$ cat config.mk
export PLATFORM = sky130hd
export DESIGN_NAME = exec_stage
export DESIGN_NICKNAME = d
export VERILOG_FILES = /design/src/rtl/exec_pkg.sv /design/src/rtl/exec_alu.sv /design/src/rtl/exec_line_pick.sv /design/src/rtl/exec_load_slot.sv /design/src/rtl/exec_stage.sv
export SDC_FILE = /design/constraint.sdc
export NUM_CORES = 2
export LEC_CHECK = 0
export ABC_AREA = 1
export BUFFER_PORTS_ARGS = -buffer_cell sky130_fd_sc_hd__buf_4
export CORE_AREA = 2 2 327 329
export CTS_CLUSTER_SIZE = 16
export DETAILED_ROUTE_END_ITERATION = 10
export DIE_AREA = 0 0 329 331
export HOLD_SLACK_MARGIN = 0.06
export PLACE_DENSITY = 0.62
export SYNTH_ARGS = -nofsm -noshare
export SYNTH_HDL_FRONTEND = slang
export SYNTH_SLANG_ARGS = --single-unit
$ cat constraint.sdc
create_clock -name clk -period 5.1 [get_ports clk]
set_input_delay 1.02 -clock clk [delete_from_list [all_inputs] [get_ports clk]]
set_output_delay 1.02 -clock clk [all_outputs]
set_load 0.02 [all_outputs]
$ cat src/rtl/exec_pkg.sv
package exec_pkg;

    localparam int unsigned XLEN       = 64;
    localparam int unsigned OPC_W      = 4;
    localparam int unsigned WORD_BYTES = XLEN / 8;

    typedef enum logic [OPC_W-1:0] {
        OPC_JMP_Z  = 4'h1,
        OPC_JMP_NZ = 4'h2,
        OPC_ADD    = 4'h3,
        OPC_EMIT   = 4'h4,
        OPC_LOAD   = 4'h5
    } opc_e;

    typedef struct packed {
        logic [OPC_W-1:0] opc;
        logic [XLEN-1:0]  a;
        logic [XLEN-1:0]  b;
        logic [XLEN-1:0]  next_pc;
    } issue_t;

    typedef struct packed {
        logic [OPC_W-1:0] opc;
        logic [XLEN-1:0]  value;
    } wb_t;

    function automatic logic opc_is_load(input logic [OPC_W-1:0] opc);
        return opc == OPC_LOAD;
    endfunction

endpackage

$ cat src/rtl/exec_alu.sv
module exec_alu
    import exec_pkg::*;
(
    input  issue_t          op,
    output logic [XLEN-1:0] result,
    output logic [XLEN-1:0] eff_addr
);
    logic [XLEN-1:0] sum;
    logic            b_zero;

    assign sum      = op.a + op.b;
    assign b_zero   = (op.b == '0);
    assign eff_addr = sum;

    always_comb begin
        result = '0;
        case (op.opc)
            OPC_JMP_Z:  result = b_zero ? op.a : op.next_pc;
            OPC_JMP_NZ: result = b_zero ? op.next_pc : op.a;
            OPC_ADD,
            OPC_EMIT:   result = sum;
            default:    result = '0;
        endcase
    end
endmodule

$ cat src/rtl/exec_line_pick.sv
module exec_line_pick
    import exec_pkg::*;
#(
    parameter int unsigned LINE_BYTES = 64,
    localparam int unsigned OFS_W     = $clog2(LINE_BYTES),
    localparam int unsigned LINE_W    = LINE_BYTES * 8
) (
    input  logic [LINE_W-1:0] line,
    input  logic [OFS_W-1:0]  offset,
    output logic [XLEN-1:0]   word
);
    for (genvar k = 0; k < WORD_BYTES; k++) begin : g_lane
        logic [OFS_W-1:0] idx;
        logic [OFS_W+2:0] bitpos;
        assign idx    = offset + OFS_W'(k);
        assign bitpos = {idx, 3'b000};
        assign word[k*8 +: 8] = line[bitpos +: 8];
    end
endmodule

$ cat src/rtl/exec_load_slot.sv
module exec_load_slot
    import exec_pkg::*;
#(
    parameter int unsigned OFS_W = 6
) (
    input  logic             clk,
    input  logic             rst,
    input  logic             park,
    input  logic [OPC_W-1:0] park_opc,
    input  logic [OFS_W-1:0] park_ofs,
    input  logic             done,
    output logic             busy,
    output logic [OPC_W-1:0] held_opc,
    output logic [OFS_W-1:0] held_ofs
);
    always_ff @(posedge clk) begin
        if (rst) begin
            busy     <= 1'b0;
            held_opc <= '0;
            held_ofs <= '0;
        end else if (park) begin
            busy     <= 1'b1;
            held_opc <= park_opc;
            held_ofs <= park_ofs;
        end else if (done) begin
            busy     <= 1'b0;
        end
    end
endmodule

$ cat src/rtl/exec_stage.sv
module exec_stage
    import exec_pkg::*;
#(
    parameter int unsigned LINE_BYTES = 64,
    localparam int unsigned OFS_W     = $clog2(LINE_BYTES),
    localparam int unsigned LINE_W    = LINE_BYTES * 8,
    localparam int unsigned LA_W      = XLEN - OFS_W
) (
    input  logic              clk,
    input  logic              rst,
    input  logic              in_valid,
    output logic              in_ready,
    input  logic [OPC_W-1:0]  in_opcode,
    input  logic [XLEN-1:0]   in_op_a,
    input  logic [XLEN-1:0]   in_op_b,
    input  logic [XLEN-1:0]   in_next_pc,
    output logic              wb_valid,
    input  logic              wb_ready,
    output logic [OPC_W-1:0]  wb_opcode,
    output logic [XLEN-1:0]   wb_result,
    output logic              mc_valid,
    input  logic              mc_ready,
    output logic [LA_W-1:0]   mc_line_addr,
    input  logic              mr_valid,
    output logic              mr_ready,
    input  logic [LINE_W-1:0] mr_line
);
    issue_t           cur;
    logic [XLEN-1:0]  alu_res;
    logic [XLEN-1:0]  eaddr;
    logic [XLEN-1:0]  load_word;
    logic             slot_valid;
    logic [OPC_W-1:0] slot_opc;
    logic [OFS_W-1:0] slot_ofs;
    logic             wb_free, mc_free;
    logic             take, take_load, finish, wb_load;
    wb_t              wb_q, wb_d;

    assign cur = '{opc: in_opcode, a: in_op_a, b: in_op_b, next_pc: in_next_pc};

    exec_alu u_alu (
        .op       (cur),
        .result   (alu_res),
        .eff_addr (eaddr)
    );

    exec_load_slot #(.OFS_W(OFS_W)) u_slot (
        .clk      (clk),
        .rst      (rst),
        .park     (take_load),
        .park_opc (in_opcode),
        .park_ofs (eaddr[OFS_W-1:0]),
        .done     (finish),
        .busy     (slot_valid),
        .held_opc (slot_opc),
        .held_ofs (slot_ofs)
    );

    exec_line_pick #(.LINE_BYTES(LINE_BYTES)) u_pick (
        .line   (mr_line),
        .offset (slot_ofs),
        .word   (load_word)
    );

    // Handshake control: slot service outranks new issue.
    assign wb_free   = !wb_valid || wb_ready;
    assign mc_free   = !mc_valid || mc_ready;
    assign in_ready  = !slot_valid && wb_free && mc_free;
    assign take      = in_valid && in_ready;
    assign take_load = take && opc_is_load(in_opcode);
    assign mr_ready  = slot_valid && wb_free;
    assign finish    = mr_ready && mr_valid;
    assign wb_load   = finish || (take && !opc_is_load(in_opcode));

    always_comb begin
        if (finish) wb_d = '{opc: slot_opc, value: load_word};
        else        wb_d = '{opc: in_opcode, value: alu_res};
    end

    always_ff @(posedge clk) begin
        if (rst) begin
            wb_valid <= 1'b0;
            wb_q     <= '0;
        end else if (wb_load) begin
            wb_valid <= 1'b1;
            wb_q     <= wb_d;
        end else if (wb_ready) begin
            wb_valid <= 1'b0;
        end
    end

    always_ff @(posedge clk) begin
        if (rst) begin
            mc_valid     <= 1'b0;
            mc_line_addr <= '0;
        end else if (take_load) begin
            mc_valid     <= 1'b1;
            mc_line_addr <= eaddr[XLEN-1:OFS_W];
        end else if (mc_ready) begin
            mc_valid     <= 1'b0;
        end
    end

    assign wb_opcode = wb_q.opc;
    assign wb_result = wb_q.value;
endmodule

Yosys cells after proc, flatten, opt, wreduce, memory -nomap -nowiden

Index checks and enable logic that the tools add are counted.
W data, S select, Z words.

Flip-flop bits (word level): 139
Input bits: 714
Output and inout port bits: 130

Add/subtract/negate cells: 8
Equality and inequality tests: 5
Shift-type cells: 8
Multiplexer cells: 10
Reductions and logical operators: 19

Operator list:

| cell                  | number |
|---|---|
| $shiftx A512 B10 Y8   | 8 |
| $pmux W64 S3          | 1 |
| $mux W64              | 2 |
| $mux W68              | 1 |
| $add A64 B64 Y64      | 1 |
| $logic_not A64 Y1     | 1 |
| $add A6 B3 Y6 const B | 4 |
| $add A6 B2 Y6 const B | 2 |
| $eq A4 B2 Y1 const B  | 2 |
| $eq A4 B3 Y1 const B  | 2 |
| $logic_and A1 B1 Y1   | 7 |
| $add A6 B1 Y6 const B | 1 |
| $mux W1               | 6 |
| $reduce_bool A2 Y1    | 3 |
| $eq A4 B1 Y1 const B  | 1 |
| $logic_not A1 Y1      | 4 |
| $logic_or A1 B1 Y1    | 3 |
| $reduce_or A2 Y1      | 1 |

Depth between registers and ports, before layout

Depth after elaboration: 8
Mapped depth: 20

Hierarchy

From an unflattened synthesis, not the netlist that was laid out.

Cells, all modules: 8138
Area total of the unflattened synthesis: 38911.1 um^2

Modules (own cells, without submodules):

| module         | instances | cells each | area each (um^2) |
|---|---|---|---|
| exec_line_pick | 1         | 5031       | 23042.1 |
| exec_alu       | 1         | 2122       | 9412.8 |
| exec_stage     | 1         | 937        | 6068.3 |
| exec_load_slot | 1         | 48         | 387.9 |

Worst setup path before layout

Ideal clock, no wire load.

Kind: reg-to-reg
Start point: register u_slot.held_ofs[2]
End point: register wb_q, in the netlist wb_result[49]
Library setup time: 0.132 ns
Arrival time: 2.805 ns
Setup slack: 2.162 ns
Stages on the path, launching flop included: 17
Path buffers: 6
Cells stage by stage: dfxtp_1 buf_2 inv_1 clkbuf_1 clkbuf_1 ha_1 clkbuf_1 inv_2 clkbuf_1 clkbuf_1 nand2_1 nand3_1 nand3_1 nand3_1 nand2_1 a21boi_1 a21oi_1

Word-level cells in the longest chain between the ends: 3

RTL lines:

| what                   | line                 | text |
|---|---|---|
| from (decl)            | exec_load_slot.sv:14 | `output logic [OFS_W-1:0] held_ofs` |
| from (signal assigned) | exec_load_slot.sv:24 | `held_ofs <= park_ofs;` |
| $add A6 B3 Y6          | exec_line_pick.sv:15 | `assign idx = offset + OFS_W'(k);` |
| $shiftx A512 B10 Y8    | exec_line_pick.sv:17 | `assign word[k*8 +: 8] = line[bitpos +: 8];` |
| $mux W68               | exec_stage.sv:76     | `if (finish) wb_d = '{opc: slot_opc, value: load_word};` |
| to (signal assigned)   | exec_stage.sv:86     | `wb_q <= wb_d;` |
| to (decl)              | exec_stage.sv:37     | `wb_t wb_q, wb_d;` |

No other way between the ends.
A chain may end at the register's enable or synchronous reset.

Worst setup path in the final report

Start point: register u_slot.held_ofs[0]
End point: register wb_q, in the netlist wb_result[11]

Word-level cells in the longest chain between the ends: 3

RTL lines:

| what                | line |
|---|---|
| $add A6 B1 Y6       | exec_line_pick.sv:15 |
| $shiftx A512 B10 Y8 | exec_line_pick.sv:17 |
| $mux W68            | exec_stage.sv:76 |

No other way between the ends.

==> results.json <==
{
  "post-route-min-period_ns": 4.31,
  "syn_to_final_growth_pct": 22.7,
  "synth_top_family_by_area": "simple AND/OR/NAND/NOR gates",
  "relSlewSlack_pct": -0.676,
  "finalCritPeriodShare_pct": 84.6,
  "postCtsSetupBuffers": 0,
  "grt.total_usage_pct": 51.2,
  "worstPathCellList": "inv_8, ha_4, buf_4, nand2_1, nand3_1, nand3_1, a21oi_1, o21ai_1, a21oi_1, nor2_1",
  "setup_tns_ns": 0,
  "cts_made_buffers": 17,
  "ios": 844,
  "worstPathRequired_ns": 5.43,
  "synth_edf_count": 0,
  "synth_compound_area_share_pct": 12.7,
  "rsz0062_at_grt": "no",
  "worstPathMaxFanout": 83,
  "cpMaxStageDelayCell": "buf_4",
  "drt-total-wl_mm": 292,
  "violations": "max-capacitance violations, max-slew violations",
  "cts_resized": 0,
  "ir_worst_vdd_v": 0.000217,
  "endpoint_kind": "flip-flop",
  "hold_viol": 0,
  "synth-async-reset-ratio_pct": 0,
  "synth_seq_cells": 139,
  "synthFlopType": "dfxtp_1",
  "grt_max_degree": 208,
  "die_y_um": 331,
  "clock_latency_ns": 0.47,
  "via_count": 57900,
  "synthAdderAreaFrac_pct": 2.47,
  "cts_max_level": 4,
  "grt_first_pass_wirelength_mm": 393,
  "tightestPinTransition_ns": 1.50,
  "p_per_area_nw_per_um2": 151,
  "final_core_util_pct": 43.5,
  "yosys-mux-area-fraction_pct": 0.0806,
  "yosysWarnings": 0,
  "timing.critical_path.buf_inv": 2,
  "syn_nets": 8745,
  "start_kind": "flip-flop",
  "cts_root_buf": "clkbuf_16",
  "initial_core_util_pct": 35.5,
  "synth_simple_gate_area_share_pct": 62.8,
  "ant_nets": 0,
  "synth_xor_area_share_pct": 1.06,
  "finalSetupViolations": 0,
  "path_clk_slew_ns": 0.08,
  "place_congestion": 1.21,
  "worstSetupPathType": "reg -> reg",
  "path_delay_family": "compound AO/OA/AOI/OAI gates",
  "cts_buffer_depth": 2,
  "grt_overflow": 0,
  "drtIter0Drc": 8564,
  "seq_area_frac_synth_pct": 7.47,
  "leakagePower_uw": 0.0254,
  "yosysUniqueCellTypes": 41,
  "routedWlPerCell_um": 29.4,
  "layout_common_cells": "nand2_1, nand3_1, buf_4",
  "drt_pass1_iterations": 6,
  "cts_tree": "built",
  "cts_sinks": 139,
  "fin_cells": 9915,
  "antenna_found_initial": 32,
  "crit_arrival_ns": 4.64,
  "syn_inst": 7958,
  "syn_area_per_cell_um2": 4.68,
  "die_w_um": 329,
  "nets": 9276,
  "netlist_area_um2": 37200,
  "dpl_cell_area_um2": 45100,
  "crit_path_max_incr_delay_ns": 0.74,
  "postLayoutCellArea_um2": 45700,
  "drive_gt1_share_pct": 14.6,
  "fmax_ghz": 0.232,
  "fill_cells": 12000,
  "hp-class": "reg -> reg",
  "drv_cap": 1,
  "io_buffers": 843,
  "die_area_um2": 109000,
  "via_per_inst": 5.84,
  "remaining_drc_errors": 0,
  "first_global_vias": 50900,
  "num_rows": 119,
  "drv_slew": 3,
  "finalClockSkew_ns": 0.0144,
  "place_inst": 9860,
  "status": "finished, violations left",
  "final_common_cell": "nand2_1",
  "dpl.hpwl_mm": 237,
  "cts_hold_buf": 0,
  "core_um2": 105000
}
[cell usage after synthesis (15+ instances only)]
master | number | area share (%)
a21boi_0 | 15 | 0.30
a21boi_1 | 35 | 0.71
a21oi_1 | 182 | 2.4
and2_0 | 24 | 0.40
and2_1 | 72 | 1.2
buf_1 | 86 | 0.87
buf_2 | 115 | 1.5
clkbuf_1 | 301 | 3.0
dfxtp_1 | 139 | 7.5
ha_1 | 72 | 2.4
inv_1 | 757 | 7.6
nand2_1 | 3638 | 37
nand3_1 | 1419 | 19
nor2_1 | 236 | 2.4
nor3_1 | 20 | 0.27
o211ai_1 | 129 | 2.6
o21ai_0 | 459 | 6.2
o21ai_1 | 21 | 0.28
or2_2 | 135 | 2.3
xor2_1 | 33 | 0.78
[worst register-to-register path, stage by stage, from the launching register on]
cell,delay (ns)
dfxtp_4,0.55
inv_8,0.23
ha_4,0.51
buf_4,0.75
nand2_1,0.26
nand3_1,0.13
nand3_1,0.11
a21oi_1,0.63
o21ai_1,0.22
a21oi_1,0.68
nor2_1,0.12
[registers in the layout, summed over array words and instances, names as in the netlist]
signal / cells
u_slot.busy: 1
wb_valid: 1
u_slot.held_ofs: 6
mc_valid: 1
u_slot.held_opc: 4
wb_result: 64
wb_opcode: 4
mc_line_addr: 58
[where the power goes]
part | total (µW) | switching [µW] | leakage [µW] | internal (µW)
sequential | 1140 | 31.3 | 0.00113 | 1110
clock | 1290 | 649 | 0.000272 | 642
combinational | 4450 | 3120 | 0.0240 | 1330
total | 6880 | 3800 | 0.0254 | 3080
[per-stage QoR]
| step | setup WS (ns) | hold WS, ns | total power [µW] |
|---|---|---|---|
| 2_1_floorplan | 2.16 | 0.425 | 3240 |
| 3_3_place_gp | 1.17 | 0.432 | 5350 |
| 3_5_place_dp | 1.19 | 0.434 | 5350 |
| 4_1_cts | 1.18 | 0.445 | 6650 |
| 5_1_grt | 0.865 | 0.456 | 7090 |
| 6_report | 0.787 | 0.445 | 6880 |
[per-layer routing]
layer / vias up / part of all wire (%) / track usage (%) / wire, µm
li1: 26300 / - / - / -
met1: 26500 / 35 / 57.6 / 102000
met2: 4059 / 40 / 75.0 / 117000
met3: 987 / 12 / 16.4 / 36400
met4: 24 / 12 / 51.8 / 35600
met5: - / 0.054 / 0 / 156
[logic make-up after synthesis]
group,Yosys count
compound gates,853
xor+xnor,41
fa+ha+maj,73
buf+inv,1280
flops,139
mux,3
simple gates,5569
[layout make-up]
class                      instances  area [µm²]  share of cell area, %
inverter                         768        2910                   6.36
multi-input combinational       6539       29600                   64.9
clock buffer                      17         425                  0.931
tap                             1391        1740                   3.81
sequential                       139        2800                   6.12
clock inverter                    15         131                  0.287
antenna                           22        55.1                  0.120
timing repair buffer            1024        8000                   17.5
[path summary, 6_finish.rpt]
kind,start,to,slack [ns],cells past startpoint
min,u_slot.held_opc[3],u_slot.held_opc[3],0.44,2
max reg2reg,u_slot.held_ofs[0],wb_result[11],0.79,10
max,u_slot.held_ofs[0],wb_result[11],0.79,10
min reg2reg,u_slot.held_opc[3],u_slot.held_opc[3],0.44,2
Note: power is estimated with default switching activity, not from simulation.
